### src/rtl/rtc_shadow_clock.sv
module rtc_shadow_clock #(
  parameter int MS_PER_SEC = 1000,
  parameter int DATA_W     = 32,
  parameter int ADDR_W     = 8
) (
  input  logic              clk,
  input  logic              rst_n,
  input  logic              tick_ms,
  input  logic              wr_en,
  input  logic              rd_en,
  input  logic [ADDR_W-1:0] addr,
  input  logic [DATA_W-1:0] wdata,
  output logic [DATA_W-1:0] rdata
);
  localparam int MS_W = (MS_PER_SEC > 1) ? $clog2(MS_PER_SEC) : 1;
  localparam logic [MS_W-1:0]   MS_LAST  = MS_W'(MS_PER_SEC - 1);
  localparam logic [ADDR_W-1:0] OFS_SEC  = ADDR_W'(8'h08);
  localparam logic [ADDR_W-1:0] OFS_SHDW = ADDR_W'(8'h0c);
  localparam logic [ADDR_W-1:0] OFS_MS   = ADDR_W'(8'h10);

  logic [MS_W-1:0]   ms_q;
  logic [DATA_W-1:0] sec_q;
  logic [DATA_W-1:0] shadow_q;

  wire sec_load = wr_en && (addr == OFS_SEC);
  wire ms_read  = rd_en && (addr == OFS_MS);
  wire ms_wrap  = tick_ms && (ms_q == MS_LAST);

  always_ff @(posedge clk) begin
    if (!rst_n) begin
      ms_q  <= '0;
      sec_q <= '0;
    end else if (sec_load) begin
      ms_q  <= '0;
      sec_q <= wdata;
    end else if (ms_wrap) begin
      ms_q  <= '0;
      sec_q <= sec_q + 1'b1;
    end else if (tick_ms) begin
      ms_q  <= ms_q + 1'b1;
    end
  end

  always_ff @(posedge clk) begin
    if (!rst_n)
      shadow_q <= '0;
    else if (ms_read)
      shadow_q <= sec_q;
  end

  logic [DATA_W-1:0] rd_mux;
  always_comb begin
    case (addr)
      OFS_SEC:  rd_mux = sec_q;
      OFS_SHDW: rd_mux = shadow_q;
      OFS_MS:   rd_mux = DATA_W'(ms_q);
      default:  rd_mux = '0;
    endcase
  end

  always_ff @(posedge clk) begin
    if (!rst_n)
      rdata <= '0;
    else if (rd_en)
      rdata <= rd_mux;
  end
endmodule

### config.mk
export PLATFORM = sky130hd
export DESIGN_NAME = rtc_shadow_clock
export DESIGN_NICKNAME = d
export VERILOG_FILES = /design/src/rtl/rtc_shadow_clock.sv
export SDC_FILE = /design/constraint.sdc
export NUM_CORES = 1
export LEC_CHECK = 0
export ABC_AREA = 1
export BUFFER_PORTS_ARGS = -buffer_cell sky130_fd_sc_hd__buf_2
export CORE_ASPECT_RATIO = 1.1
export CORE_MARGIN = 2
export CORE_UTILIZATION = 52
export DETAILED_ROUTE_END_ITERATION = 8
export PLACE_DENSITY = 0.73
export SLEW_MARGIN = 20
export SYNTH_ARGS = -nofsm -noshare
export SYNTH_HDL_FRONTEND = slang
export SYNTH_SLANG_ARGS = --single-unit
### constraint.sdc
create_clock -name clk -period 1.4 [get_ports clk]
set_input_delay 0.14 -clock clk [delete_from_list [all_inputs] [get_ports clk]]
set_output_delay 0.14 -clock clk [all_outputs]
set_load 0.05 [all_outputs]
; After elaboration in Yosys (flattened, before gate mapping)
; Cells that the tools add are included.
[op_classes]
addsub = 2
order_cmp = 0
n_mux = 3
n_reduce_logical = 5
bitwise_logic = 1
shift = 0
n_mul = 0
n_eq_ne = 4
div_mod_pow = 0
[op_table]
columns = operator, n
row1 = $pmux W32 S3, 1
row2 = $mux W32, 2
row3 = $add A32 B1 Y32 const B, 1
row4 = $eq A8 B4 Y1 const B, 2
row5 = $add A10 B1 Y10 const B, 1
row6 = $eq A10 B10 Y1 const B, 1
row7 = $eq A8 B5 Y1 const B, 1
row8 = $logic_and A1 B1 Y1, 3
row9 = $reduce_or A3 Y1, 1
row10 = $reduce_bool A2 Y1, 1
row11 = $not A1 Y1, 1
[word_totals]
regBits = 106
latch_bits = 0
inputBits = 45
romBits = 0
ramBits = 0
mem_count = 0
word_cells = 19
out_inout_bits = 32

; Depth between registers and ports, before layout
[logic_depth]
ltp_word = 4
ltp_mapped = 10
depth_no_buf = 10

; Worst setup path after synthesis
; Ideal clock, no wire load.
[synth_path]
kind = reg2reg
from = register sec_q[1]
to = register sec_q[22]
path_buffers = 0
arrival_time_ps = 1396
setup_slack_ps = -108
setup_time_ps = 112
required_time_ps = 1288
period_less_slack_ps = 1508
stages_incl_launch_ff = 11
path_cell_list = dfxtp_1 -> ha_1 -> nand2_1 -> nor2_4 -> nand2_1 -> nor2_1 -> nand2_1 -> nand2_1 -> nand3_1 -> nand2_1 -> nand2_1
[synth_between]
elab_chain_cells = 3
[synth_lines]
columns = element, line_no
row1 = from (decl), 22  ; logic [DATA_W-1:0] sec_q;
row2 = from (signal assigned), 35  ; sec_q <= wdata;
row3 = from (signal assigned), 38  ; sec_q <= sec_q + 1'b1;
row4 = $add A32 B1 Y32, 38
row5 = $mux W32, 36  ; end else if (ms_wrap) begin
row6 = $mux W32, 33  ; end else if (sec_load) begin
; Every way passes these cells. The select of a mux whose other input is x is not followed.
; A chain may end at the register's enable or synchronous reset.

; Worst setup path after layout
[layout_path]
from = register ms_q[0]
to = register sec_q[18]
[layout_between]
elab_chain_cells = 3
[layout_lines]
columns = element, line_no
row1 = from (decl), 21  ; logic [MS_W-1:0] ms_q;
row2 = from (signal assigned), 40  ; ms_q <= ms_q + 1'b1;
row3 = $eq A10 B10 Y1, 27  ; wire ms_wrap = tick_ms && (ms_q == MS_LAST);
row4 = $logic_and A1 B1 Y1, 27
row5 = $reduce_bool A2 Y1 (no source line), -
; Every way passes these cells.

==> implementation parameters <==
Parameter                              Value

Logic synthesis
  YS warnings    0
  Post-synthesis sequential element count    106
  Post-synthesis cell type with the largest combined area    sky130_fd_sc_hd__dfxtp_1
  Most used standard cells in the synthesized netlist    sky130_fd_sc_hd__nand2_1 (266), sky130_fd_sc_hd__nand3_1 (121), sky130_fd_sc_hd__dfxtp_1 (106), sky130_fd_sc_hd__nor2_1 (95), sky130_fd_sc_hd__a21oi_1 (62)
  Share of synthesized flip-flops with an asynchronous set or reset    0%
  Largest family of logic cells by synthesized area    simple AND/OR/NAND/NOR gates
  Seq/Total Area, Yosys    37.7%
  Post-synthesis share of cell area spent on full adders, half adders and majority gates    0.445%
  Cell types occupying the most area after synthesis    sky130_fd_sc_hd__dfxtp_1 (38%), sky130_fd_sc_hd__nand2_1 (18%), sky130_fd_sc_hd__nand3_1 (11%), sky130_fd_sc_hd__nor2_1 (6.3%), sky130_fd_sc_hd__a21oi_1 (5.5%)
  Area share of and/or/nand/nor cells after synthesis    41.1%
  Post-Syn Area    5630 um2
  Cells after synthesis    881
  Xor/xnor share of the synthesized area    1.56%
  Post-synth top flop    sky130_fd_sc_hd__dfxtp_1
  Synth cell types    29
  Most instantiated library cell after synthesis    sky130_fd_sc_hd__nand2_1
  Syn Area/Cell    6.39 um2
  Multiplexer area fraction after synthesis    0.178%
  Post-synth EDFFs    0
  Area share of the leading cell type in the synthesized netlist    37.7%
  Post-synth net total    928
  Share of the synthesized area in compound gates (AO/OA/AOI/OAI)    11.5%

Cells and area
  Fraction of final layout cells sized beyond drive strength 1    32.6%
  Total Nets Final    1,074
  Layout overhead on the synthesized area    39.2%
  Final Instance Count excl. Fillers    1,175
  Number of diodes added for antenna fixing    0
  Util after Layout    75.0%
  Fill count    872
  Summed area of non-filler cells in the final layout    7830 um2

Placed design
  Port-buffer cells    76
  DP Cell Count    1,145
  HPWL after detailed placement    11,700 um
  Placed instance area    6790 um2
  Last weighted congestion value of the routability-driven placer    0.925

Timing
  Max-slew headroom    76.2%
  Final setup viols    39
  Final period demand of the worst path    1.57 ns
  Total negative slack    -3.17 ns
  Final worst clock skew    0.00888 ns
  RSZ-0062 raised after global routing    true
  Worst setup margin    -0.165 ns
  Actual slew at the worst max-slew pin    0.356 ns
  F_max    0.639 GHz
  Count of pins over their slew limit    0
  Final Hold Violating Endpoints    0
  Fraction of the cycle the final worst path needs    112%
  Hold slack final    0.0915 ns

Clock tree
  Clock Latency Late Sink    0.35 ns
  Clock transition at the registers of the reported paths    0.07 ns
  TritonCTS clock tree    built
  Clock tree buffer depth    2
  Number of buffers created by CTS    9
  Number of levels the H-tree was split into    3
  Sinks on the clock net    106
  Root Buffer    sky130_fd_sc_hd__clkbuf_16

Floorplanning
  Horizontal die dimension    103 um
  Initial standard-cell utilization of the core    53.9%
  Die Area    11,700 um2
  Number of placement rows    39
  Vertical extent of the die    113 um
  Number of top-level design ports    77
  Area of the core    10,400 um2

Global route
  Total gr overflow    0
  Number of global-route vias before repair    5,986
  Maximum number of pins on one net before global-route repair    41
  All-Layer GR Usage    30.3%
  Antenna violations before repair    0
  First-pass GRT wire length    28,000 um

Power and ir drop
  Worst supply voltage drop on vdd    0.807 mV
  Power per standard cell area    755 nW/um2
  Static leakage    3.37 nW

Drt
  Via/cell ratio    5.42
  Detailed-route DRC error count    0
  Number of antenna-violating nets in the routed design    0
  Number of detailed-routing iterations run before antenna repair    5
  Post-DR wirelength/cell    15.2 um
  Wire length after detailed routing    17,900 um
  Number of design-rule violations left by the first detailed-router iteration    473
  Count of vias placed by the detailed router    6,366

Status
  Outcome    finished, violations left
  Failing checks    negative setup slack

Critical path
  Crit-path max FO    8
  Data arrival at the endpoint of the critical path    1.86 ns
  Start-to-end type of the worst setup path    flip-flop to flip-flop
  CP endpoint kind    flip-flop
  Critical path data required time    1.69 ns
  Worst-case register-to-register setup slack    -0.17 ns
  Crit start category    flip-flop

Worst hold path
  Worst min-delay path class    input port to flip-flop

Run
  Maximum Capacitance Violations    0
==> placed cells by master, fill, tap and decap left out, types with 7 or more instances in the layout <==
cell,n
sky130_fd_sc_hd__buf_6,9
sky130_fd_sc_hd__inv_2,8
sky130_fd_sc_hd__nand2_2,29
sky130_fd_sc_hd__nand3_2,12
sky130_fd_sc_hd__nor2_4,37
sky130_fd_sc_hd__dfxtp_1,95
sky130_fd_sc_hd__inv_1,51
sky130_fd_sc_hd__o21ai_1,18
sky130_fd_sc_hd__nor2_2,22
sky130_fd_sc_hd__nor2_1,63
sky130_fd_sc_hd__o21ai_0,46
sky130_fd_sc_hd__buf_2,76
sky130_fd_sc_hd__buf_12,9
sky130_fd_sc_hd__nand2_4,10
sky130_fd_sc_hd__a21oi_1,61
sky130_fd_sc_hd__buf_4,75
sky130_fd_sc_hd__nand2_1,231
sky130_fd_sc_hd__clkbuf_16,9
sky130_fd_sc_hd__nand3_1,110
sky130_fd_sc_hd__dfxtp_2,7
==> worst max-delay path, cell delays in order, from the launching register on <==
cell	delay, ns
sky130_fd_sc_hd__dfxtp_2	0.38
sky130_fd_sc_hd__ha_4	0.16
sky130_fd_sc_hd__inv_2	0.04
sky130_fd_sc_hd__nor2_2	0.08
sky130_fd_sc_hd__nand3_2	0.12
sky130_fd_sc_hd__nand2_4	0.11
sky130_fd_sc_hd__buf_12	0.12
sky130_fd_sc_hd__nand2_8	0.09
sky130_fd_sc_hd__buf_12	0.18
sky130_fd_sc_hd__nor2_4	0.08
sky130_fd_sc_hd__nand2_1	0.07
sky130_fd_sc_hd__nand2_1	0.06
==> final timing paths <==
| path | to | cells after the start | start |
|---|---|---|---|
| worst min register to register | rdata[20] | 2 | rdata[20] |
| worst max-delay path | sec_q[18] | 11 | ms_q[0] |
| worst min-delay path | sec_q[0] | 5 | wdata[0] |
| worst max register to register | sec_q[18] | 11 | ms_q[0] |
==> where the power goes <==
group / internal (mW) / leakage (nW) / switching, mW / total [mW]
registers: 3.01 / 0.860 / 0.00855 / 3.02
logic: 0.163 / 2.37 / 0.225 / 0.388
clock network: 1.28 / 0.138 / 1.22 / 2.51
total: 4.46 / 3.37 / 1.46 / 5.91
==> cells by family after synthesis <==
| group | Yosys count |
|---|---|
| AND/OR/NAND/NOR | 530 |
| buffers and inverters | 103 |
| XOR/XNOR | 10 |
| multiplexers | 1 |
| adder cells (fa/ha/maj) | 2 |
| flip-flops | 106 |
| AO/OA/AOI/OAI | 129 |
==> final cells by class <==
cell class | count | area, um2 | area share (%)
sequential | 106 | 2150 | 27.4
tap | 143 | 179 | 2.29
inverter | 63 | 258 | 3.29
multi-input combinational | 672 | 3600 | 46.0
clock buffer | 11 | 243 | 3.10
timing repair buffer | 174 | 1350 | 17.2
timing repair inverter | 1 | 11.3 | 0.144
clock inverter | 5 | 45.0 | 0.575
==> sequential cells by signal, summed over array words and instances, names as in the netlist <==
signal / cells
rdata: 32
sec_q: 32
shadow_q: 32
ms_q: 10
==> through the flow <==
step | power [mW] | setup WS (ns)
6_report | 5.91 | -0.165
3_3_place_gp | 3.38 | -0.117
2_1_floorplan | 3.23 | 0.00768
5_1_grt | 6.10 | -0.248
3_5_place_dp | 3.38 | -0.163
4_1_cts | 5.90 | -0.0383
==> per-layer routing <==
metal,GRT usage (%),vias to the layer above,part of all wire (%)
li1,-,3137,-
met5,0,-,0
met1,36.3,2956,39
met4,14.7,0,5.2
met2,52.0,215,51
met3,4.76,58,4.7
==> what timing repair did <==
item | CTS | global route
gates resized for setup | 60 | 109
gates cloned | 4 | 1
pin swaps | 20 | 20
setup endpoints to repair | 40 | 42
buffers inserted | 7 | 3
hold buffers | 0 | 0
No activity file was read; power rests on OpenSTA's default activity.
